## src/rtl/link_ctrl_pkg.sv

```systemverilog
package link_ctrl_pkg;
  typedef enum logic [1:0] {
    ST_LOCK  = 2'd0,
    ST_RUN   = 2'd1,
    ST_REARM = 2'd2
  } linkState_e;

  typedef struct packed {
    logic passEn;
  } linkStrobe_t;
endpackage

```

## src/rtl/link_lockout_ctrl.sv

```systemverilog
module link_lockout_ctrl
  import link_ctrl_pkg::*;
#(
  parameter int LOCK_TICKS = 11
) (
  input  logic        clk,
  input  logic        rstN,
  input  logic        supplyOk,
  input  logic        auxAbove,
  input  logic        tick,
  input  logic        faultFlag,
  input  logic        discSel,
  input  logic        allLow,
  output linkStrobe_t strobe,
  output logic        pinIgnore,
  output logic        rearmWait
);
  localparam int CW = $clog2(LOCK_TICKS + 1);
  localparam logic [CW-1:0] LAST = CW'(LOCK_TICKS - 1);

  linkState_e state, stateNext;
  logic [CW-1:0] tickCnt, tickCntNext;
  logic auxPrev;
  logic auxCross;

  assign auxCross = auxAbove ^ auxPrev;

  always_comb begin
    stateNext   = state;
    tickCntNext = tickCnt;
    if (!supplyOk || auxCross) begin
      stateNext   = ST_LOCK;
      tickCntNext = '0;
    end else begin
      unique case (state)
        ST_LOCK: if (tick) begin
          if (tickCnt == LAST) begin
            stateNext   = ST_RUN;
            tickCntNext = '0;
          end else begin
            tickCntNext = tickCnt + 1'b1;
          end
        end
        ST_RUN:   if (faultFlag && discSel) stateNext = ST_REARM;
        ST_REARM: if (allLow && !faultFlag) stateNext = ST_RUN;
        default:  stateNext = ST_LOCK;
      endcase
    end
  end

  always_ff @(posedge clk) begin
    if (!rstN) begin
      state   <= ST_LOCK;
      tickCnt <= '0;
      auxPrev <= auxAbove;
    end else begin
      state   <= stateNext;
      tickCnt <= tickCntNext;
      auxPrev <= auxAbove;
    end
  end

  assign strobe.passEn = (state == ST_RUN);
  assign pinIgnore     = (state == ST_LOCK);
  assign rearmWait     = (state == ST_REARM);

  // a low supply forces lockout with a cleared count
  assert_supply_lock_R3: assert property (@(posedge clk) disable iff (!rstN)
    !supplyOk |=> (state == ST_LOCK) && (tickCnt == '0));

  // a comparator crossing forces lockout
  assert_cross_lock_R4: assert property (@(posedge clk) disable iff (!rstN)
    (auxAbove != auxPrev) |=> (state == ST_LOCK) && (tickCnt == '0));

  // a disconnect-mode fault moves running channels into re-arm
  assert_fault_rearm_R8: assert property (@(posedge clk) disable iff (!rstN)
    (state == ST_RUN) && faultFlag && discSel && supplyOk && !auxCross
      |=> rearmWait);

  // re-arm holds while its exit condition is missing
  assert_rearm_hold_R8: assert property (@(posedge clk) disable iff (!rstN)
    (state == ST_REARM) && supplyOk && !auxCross && !(allLow && !faultFlag)
      |=> rearmWait);
endmodule

```

## src/rtl/link_chan_path.sv

```systemverilog
module link_chan_path
  import link_ctrl_pkg::*;
#(
  parameter int NUM_CH = 4
) (
  input  logic              clk,
  input  logic              rstN,
  input  logic [NUM_CH-1:0] enPins,
  input  linkStrobe_t       strobe,
  output logic              allLow,
  output logic [NUM_CH-1:0] chanConnect,
  output logic              accelOn
);
  logic [NUM_CH-1:0] syncA, syncEn, connectQ;

  for (genvar ch = 0; ch < NUM_CH; ch++) begin : g_chan
    always_ff @(posedge clk) begin
      if (!rstN) begin
        syncA[ch]    <= 1'b0;
        syncEn[ch]   <= 1'b0;
        connectQ[ch] <= 1'b0;
      end else begin
        syncA[ch]    <= enPins[ch];
        syncEn[ch]   <= syncA[ch];
        connectQ[ch] <= strobe.passEn & syncEn[ch];
      end
    end
  end

  assign allLow      = ~|syncEn;
  assign chanConnect = connectQ;
  assign accelOn     = |connectQ;

  // no channel closes the cycle after the switches were not allowed to pass
  assert_no_pass_R2: assert property (@(posedge clk) disable iff (!rstN)
    !strobe.passEn |=> (chanConnect == '0));

  // a connected channel was always requested
  assert_connect_req_R5: assert property (@(posedge clk) disable iff (!rstN)
    1'b1 |=> ((chanConnect & ~$past(syncEn)) == '0));
endmodule

```

## src/rtl/mux_link_ctrl.sv

```systemverilog
module mux_link_ctrl
  import link_ctrl_pkg::*;
#(
  parameter int NUM_CH     = 4,
  parameter int LOCK_TICKS = 11
) (
  input  logic              clk,
  input  logic              rstN,
  input  logic              supplyOk,
  input  logic              auxAbove,
  input  logic              tick,
  input  logic [NUM_CH-1:0] enPins,
  input  logic              faultFlag,
  input  logic              discSel,
  output logic [NUM_CH-1:0] chanConnect,
  output logic              accelOn,
  output logic              pinIgnore,
  output logic              rearmWait
);
  linkStrobe_t strobe;
  logic allLow;

  link_lockout_ctrl #(.LOCK_TICKS(LOCK_TICKS)) u_ctrl (
    .clk(clk), .rstN(rstN), .supplyOk(supplyOk), .auxAbove(auxAbove),
    .tick(tick), .faultFlag(faultFlag), .discSel(discSel), .allLow(allLow),
    .strobe(strobe), .pinIgnore(pinIgnore), .rearmWait(rearmWait)
  );

  link_chan_path #(.NUM_CH(NUM_CH)) u_path (
    .clk(clk), .rstN(rstN), .enPins(enPins), .strobe(strobe),
    .allLow(allLow), .chanConnect(chanConnect), .accelOn(accelOn)
  );
endmodule

```

## config.mk

```make
export PLATFORM = sky130hd
export DESIGN_NAME = mux_link_ctrl
export DESIGN_NICKNAME = d
export VERILOG_FILES = /design/src/rtl/link_ctrl_pkg.sv /design/src/rtl/link_lockout_ctrl.sv /design/src/rtl/link_chan_path.sv /design/src/rtl/mux_link_ctrl.sv
export SDC_FILE = /design/constraint.sdc
export NUM_CORES = 1
export LEC_CHECK = 0
export BUFFER_PORTS_ARGS = -buffer_cell sky130_fd_sc_hd__buf_2
export CORE_UTILIZATION = 47
export CTS_CLUSTER_DIAMETER = 30
export CTS_CLUSTER_SIZE = 14
export DETAILED_ROUTE_END_ITERATION = 12
export PLACE_DENSITY = 0.72
export SLEW_MARGIN = 5
export SYNTH_ARGS = -nofsm -noshare
export SYNTH_HDL_FRONTEND = slang
export SYNTH_SLANG_ARGS = --single-unit
```

## constraint.sdc

```tcl
create_clock -name clk -period 3.1 [get_ports clk]
set_input_delay 0.62 -clock clk [delete_from_list [all_inputs] [get_ports clk]]
set_output_delay 0.62 -clock clk [all_outputs]
set_load 0.03 [all_outputs]
```

Yosys cells after proc, flatten, opt, wreduce, memory -nomap -nowiden --
Cells that the tools add are included. Widths: inputs -> output; s select.
Operators by class: mux-type cells 6, bitwise operators 6, reduce and logical (&&, ||, !) cells 12, add/subtract/negate cells 1, equality and inequality tests 7
Operators with widths (number):
- $mux 2 | 4
- $reduce_or 4->1 | 2
- $pmux 2 s3 | 1
- $add 4x1->4 const B | 1
- $and 1x1->1 | 4
- $eq 4x4->1 const B | 1
- $mux 4 | 1
- $ne 2x1->1 const B | 2
- $ne 2x2->1 const B | 2
- $reduce_and 4->1 | 1
- $logic_not 1->1 | 3
- $eq 2x1->1 const B | 1
- $eq 2x2->1 const B | 1
- $logic_and 1x1->1 | 2
- $logic_not 2->1 | 1
- $reduce_and 2->1 | 1
- $reduce_or 2->1 | 1
- $logic_or 1x1->1 | 1
- $not 1->1 | 1
- $xor 1x1->1 | 1
Word-level totals: bits of input ports 11, word-level logic and storage cells 47, output and inout port bits 7, bits in registers 19

Depth between registers and ports, before layout --
depth after elaboration 5, gate-level depth with buffers 5, mapped depth without buffers 4

Cells and area by module --
A second synthesis with hierarchy kept.
Second synthesis, totals: cell total of the unflattened synthesis 68, area, all modules 680.7 µm²
By module, submodules not included:
- link_lockout_ctrl | cells an instance 41, instances 1, sequential area each 140.1 µm², area an instance 347.8 µm²
- link_chan_path | cells an instance 27, instances 1, sequential area each 240.2 µm², area an instance 332.8 µm²

Least setup slack after synthesis --
No wires, ideal clock.
path type reg-to-output, start reg u_path.connectQ[1] (netlist: u_path.chanConnect[1]), end out accelOn, slack 1.379 ns, buffers on the path 0, stages on the path, launching flop included 2, arrival time 1.101 ns, required time 2.480 ns, cells stage by stage dfxtp_1 > or4_1
On the way: word-level cells in the longest chain between the ends 1
RTL lines:
- from (decl) | line link_chan_path.sv:14 | logic [NUM_CH-1:0] syncA, syncEn, connectQ;
- from (signal, indexed assignment) | line link_chan_path.sv:25 | connectQ[ch] <= strobe.passEn & syncEn[ch];
- $reduce_or 4->1 | line link_chan_path.sv:32 | assign accelOn = |connectQ;
- to (decl) | line mux_link_ctrl.sv:16 | output logic accelOn,
No other way between the ends.

Worst setup path in the final report --
Same ends and word-level chain as after synthesis.

==> flow_summary.ini <==
[status]
status = complete, no violations

[detailed_routing]
via_count = 555
drc = 0
antenna_left = 0
wl_met1_um = 455
dr.pass1.iters = 4
viasPerCell = 5.24
dr.max_layer_used = met4
wl_per_cell_um = 9.64
wl_met2_um = 461
met3WireLength_um = 91
routed_wirelength_mm = 1.02
drtIter0Drc = 6

[synth]
syn_avg_cell_area_um2 = 10.1
netlist.area_leader.share = 0.530
yosys-top-cells-count = dfxtp_1, and2_1, a21oi_1
postSynth.asyncResetShare = 0
seq_area_frac_synth = 0.530
postSynthCellCount = 71
synth_nets = 82
synth.most_common_cell = dfxtp_1
ys_warn_count = 0
yosys.area.top_type = dfxtp_1
ys_types = 27
synth_area_um2 = 718
synthTopCellsByArea = dfxtp_1, and2_1, a21oi_1, nand3b_1, nor2b_1
ys_ff_latch = 19
synth-edff-count = 0
synth_ff_type = dfxtp_1

[grt]
grt_pass1_vias = 354
grt_pass1_wl_mm = 1.41
globalRouteOverflowTotal = 0
track_usage = 0.137
grt_start_max_net_pins = 12
antenna_found_initial = 0

[critical_path]
r2r_start = u_path.syncEn[1]
rrSetupSlack_ps = 1800
r2r_cells = 4
crit_chain = or4_1, buf_2
path_max_fanout = 2
cp.buffers_inverters = 1
worst-endpoint-arrival_ps = 1290
critical_path_required_ps = 2480
r2r-end = u_ctrl.state[1]
critPathLaunchType = register
slowest_delay_ps = 500
crit_family = simple AND/OR/NAND/NOR gates
cp-end-kind = output pin
critical_path_class = register to output pin
worst_path_max_delay_cell = or4_1

[worst_hold_path]
min_from = u_path.syncA[2]
hold_path.class = register to register
min_to = u_path.syncEn[2]
whs_path_depth = 1

[final_layout]
final_nets = 103
area_growth_pct = 17.8
drive_above_1_share = 0.297
final_area_um2 = 846
n_antenna_cell = 0

[placement]
portBuffers = 17
pre_cts_slack_ps = 1500
hpwl_um = 777
place_area_um2 = 818
gp_congestion = 0.811

[pwr]
power_uw = 393
powerDensity_nw_per_um2 = 465
max-vdd-ir-drop_uv = 283
leakagePower_nw = 0.352

[clocking]
path_clk_slew_ps = 110
hold_buffers = 0
cts_setup_buffers = 0
clock-sinks = 19
clkLatencyLatePin_ps = 290
ctsResizeCount = 0
cts_tree = built
cts_root_buf = clkbuf_4
cts_max_path_buffers = 2
cts_buffers = 3
cts_max_level = 1

[floorplan]
die_h_um = 41.1
ios = 18
die_x_um = 41.1
dieArea_um2 = 1690
core_area_um2 = 1370
fp-row-count = 13
start_util = 0.526

[sta]
slew-limit-headroom = 0.801
finalSetupTns_ps = 0
hold_violations = 0
period_share = 0.615
tightest_slew_ps = 297
drv_slew = 0
fin_ws_ps = 1190
hold_ws_ps = 441
rsz0062_at_grt = false
fin_crit_ps = 1910
clock_skew_ps = 4.53
setup_viol_count_final = 0
max_freq_ghz = 0.525

[job]
maxCapViolations = 0
-- final cells by class --
cell class | instances | area, µm²
Fill cell | 139 | 520
Sequential cell | 19 | 380
Multi-Input combinational cell | 49 | 327
Timing Repair Buffer | 17 | 85.1
Clock buffer | 3 | 22.5
Tap cell | 15 | 18.8
Inverter | 2 | 7.51
Clock inverter | 1 | 5.00
-- cells in the final DEF, fill, tap and decap left out, drive strengths merged, types with 3 or more instances in the layout --
master,count
a21oi,5
and2,13
buf,17
clkbuf,3
dfxtp,19
nand3b,3
nor2,4
nor2b,3
o21ai,3
-- worst max path at each step --
stage	start	endpoint	slack (ps)	cells past startpoint
after global placement	u_path.chanConnect[1]	accelOn	1520	2
after detailed placement	u_path.chanConnect[1]	accelOn	1500	2
after CTS	u_path.chanConnect[1]	accelOn	1180	2
final	u_path.chanConnect[1]	accelOn	1190	2
after floorplan	u_path.chanConnect[1]	accelOn	1380	1
after global routing	u_path.chanConnect[1]	accelOn	1130	2
-- sequential cells by signal (all words and copies together) (netlist names) --
signal / cells
u_ctrl.tickCnt: 4
u_ctrl.auxPrev: 1
u_ctrl.state: 2
u_path.syncA: 4
u_path.syncEn: 4
u_path.chanConnect: 4
-- cells by family after synthesis --
logic type                after synthesis  share of synthesized area
AOI/OAI and AO/OA                      12                      0.113
DFF                                    19                      0.530
buffers and inverters                   3                     0.0157
xor gates and xnor gates                1                     0.0122
and+or+nand+nor                        36                      0.329
-- through the flow --
step	std cells	util
floorplan	71	-
global placement	102	0.599
detailed placement	102	0.599
CTS	106	0.619
global route	106	0.619
finish	106	0.619
-- per-layer routing --
layer / GRT usage / up-vias
li1: - / 281
met1: 0.169 / 248
met2: 0.195 / 24
met3: 0.0326 / 2
met4: 0.121 / 0
met5: 0 / -
-- power by group --
group	leakage, nW	switching (mW)	internal, mW
Clock	0.0177	0.0717	0.0479
Combinational	0.179	0.00891	0.0124
Sequential	0.155	0.00262	0.250
-- worst register-to-register path: stages, from the launching register on --
cell and delay, ps:
dfxtp_1 320, or4_4 550, o21ai_1 160, o21a_1 140
nor2_1 40
Power figures use the tool's default switching activity.
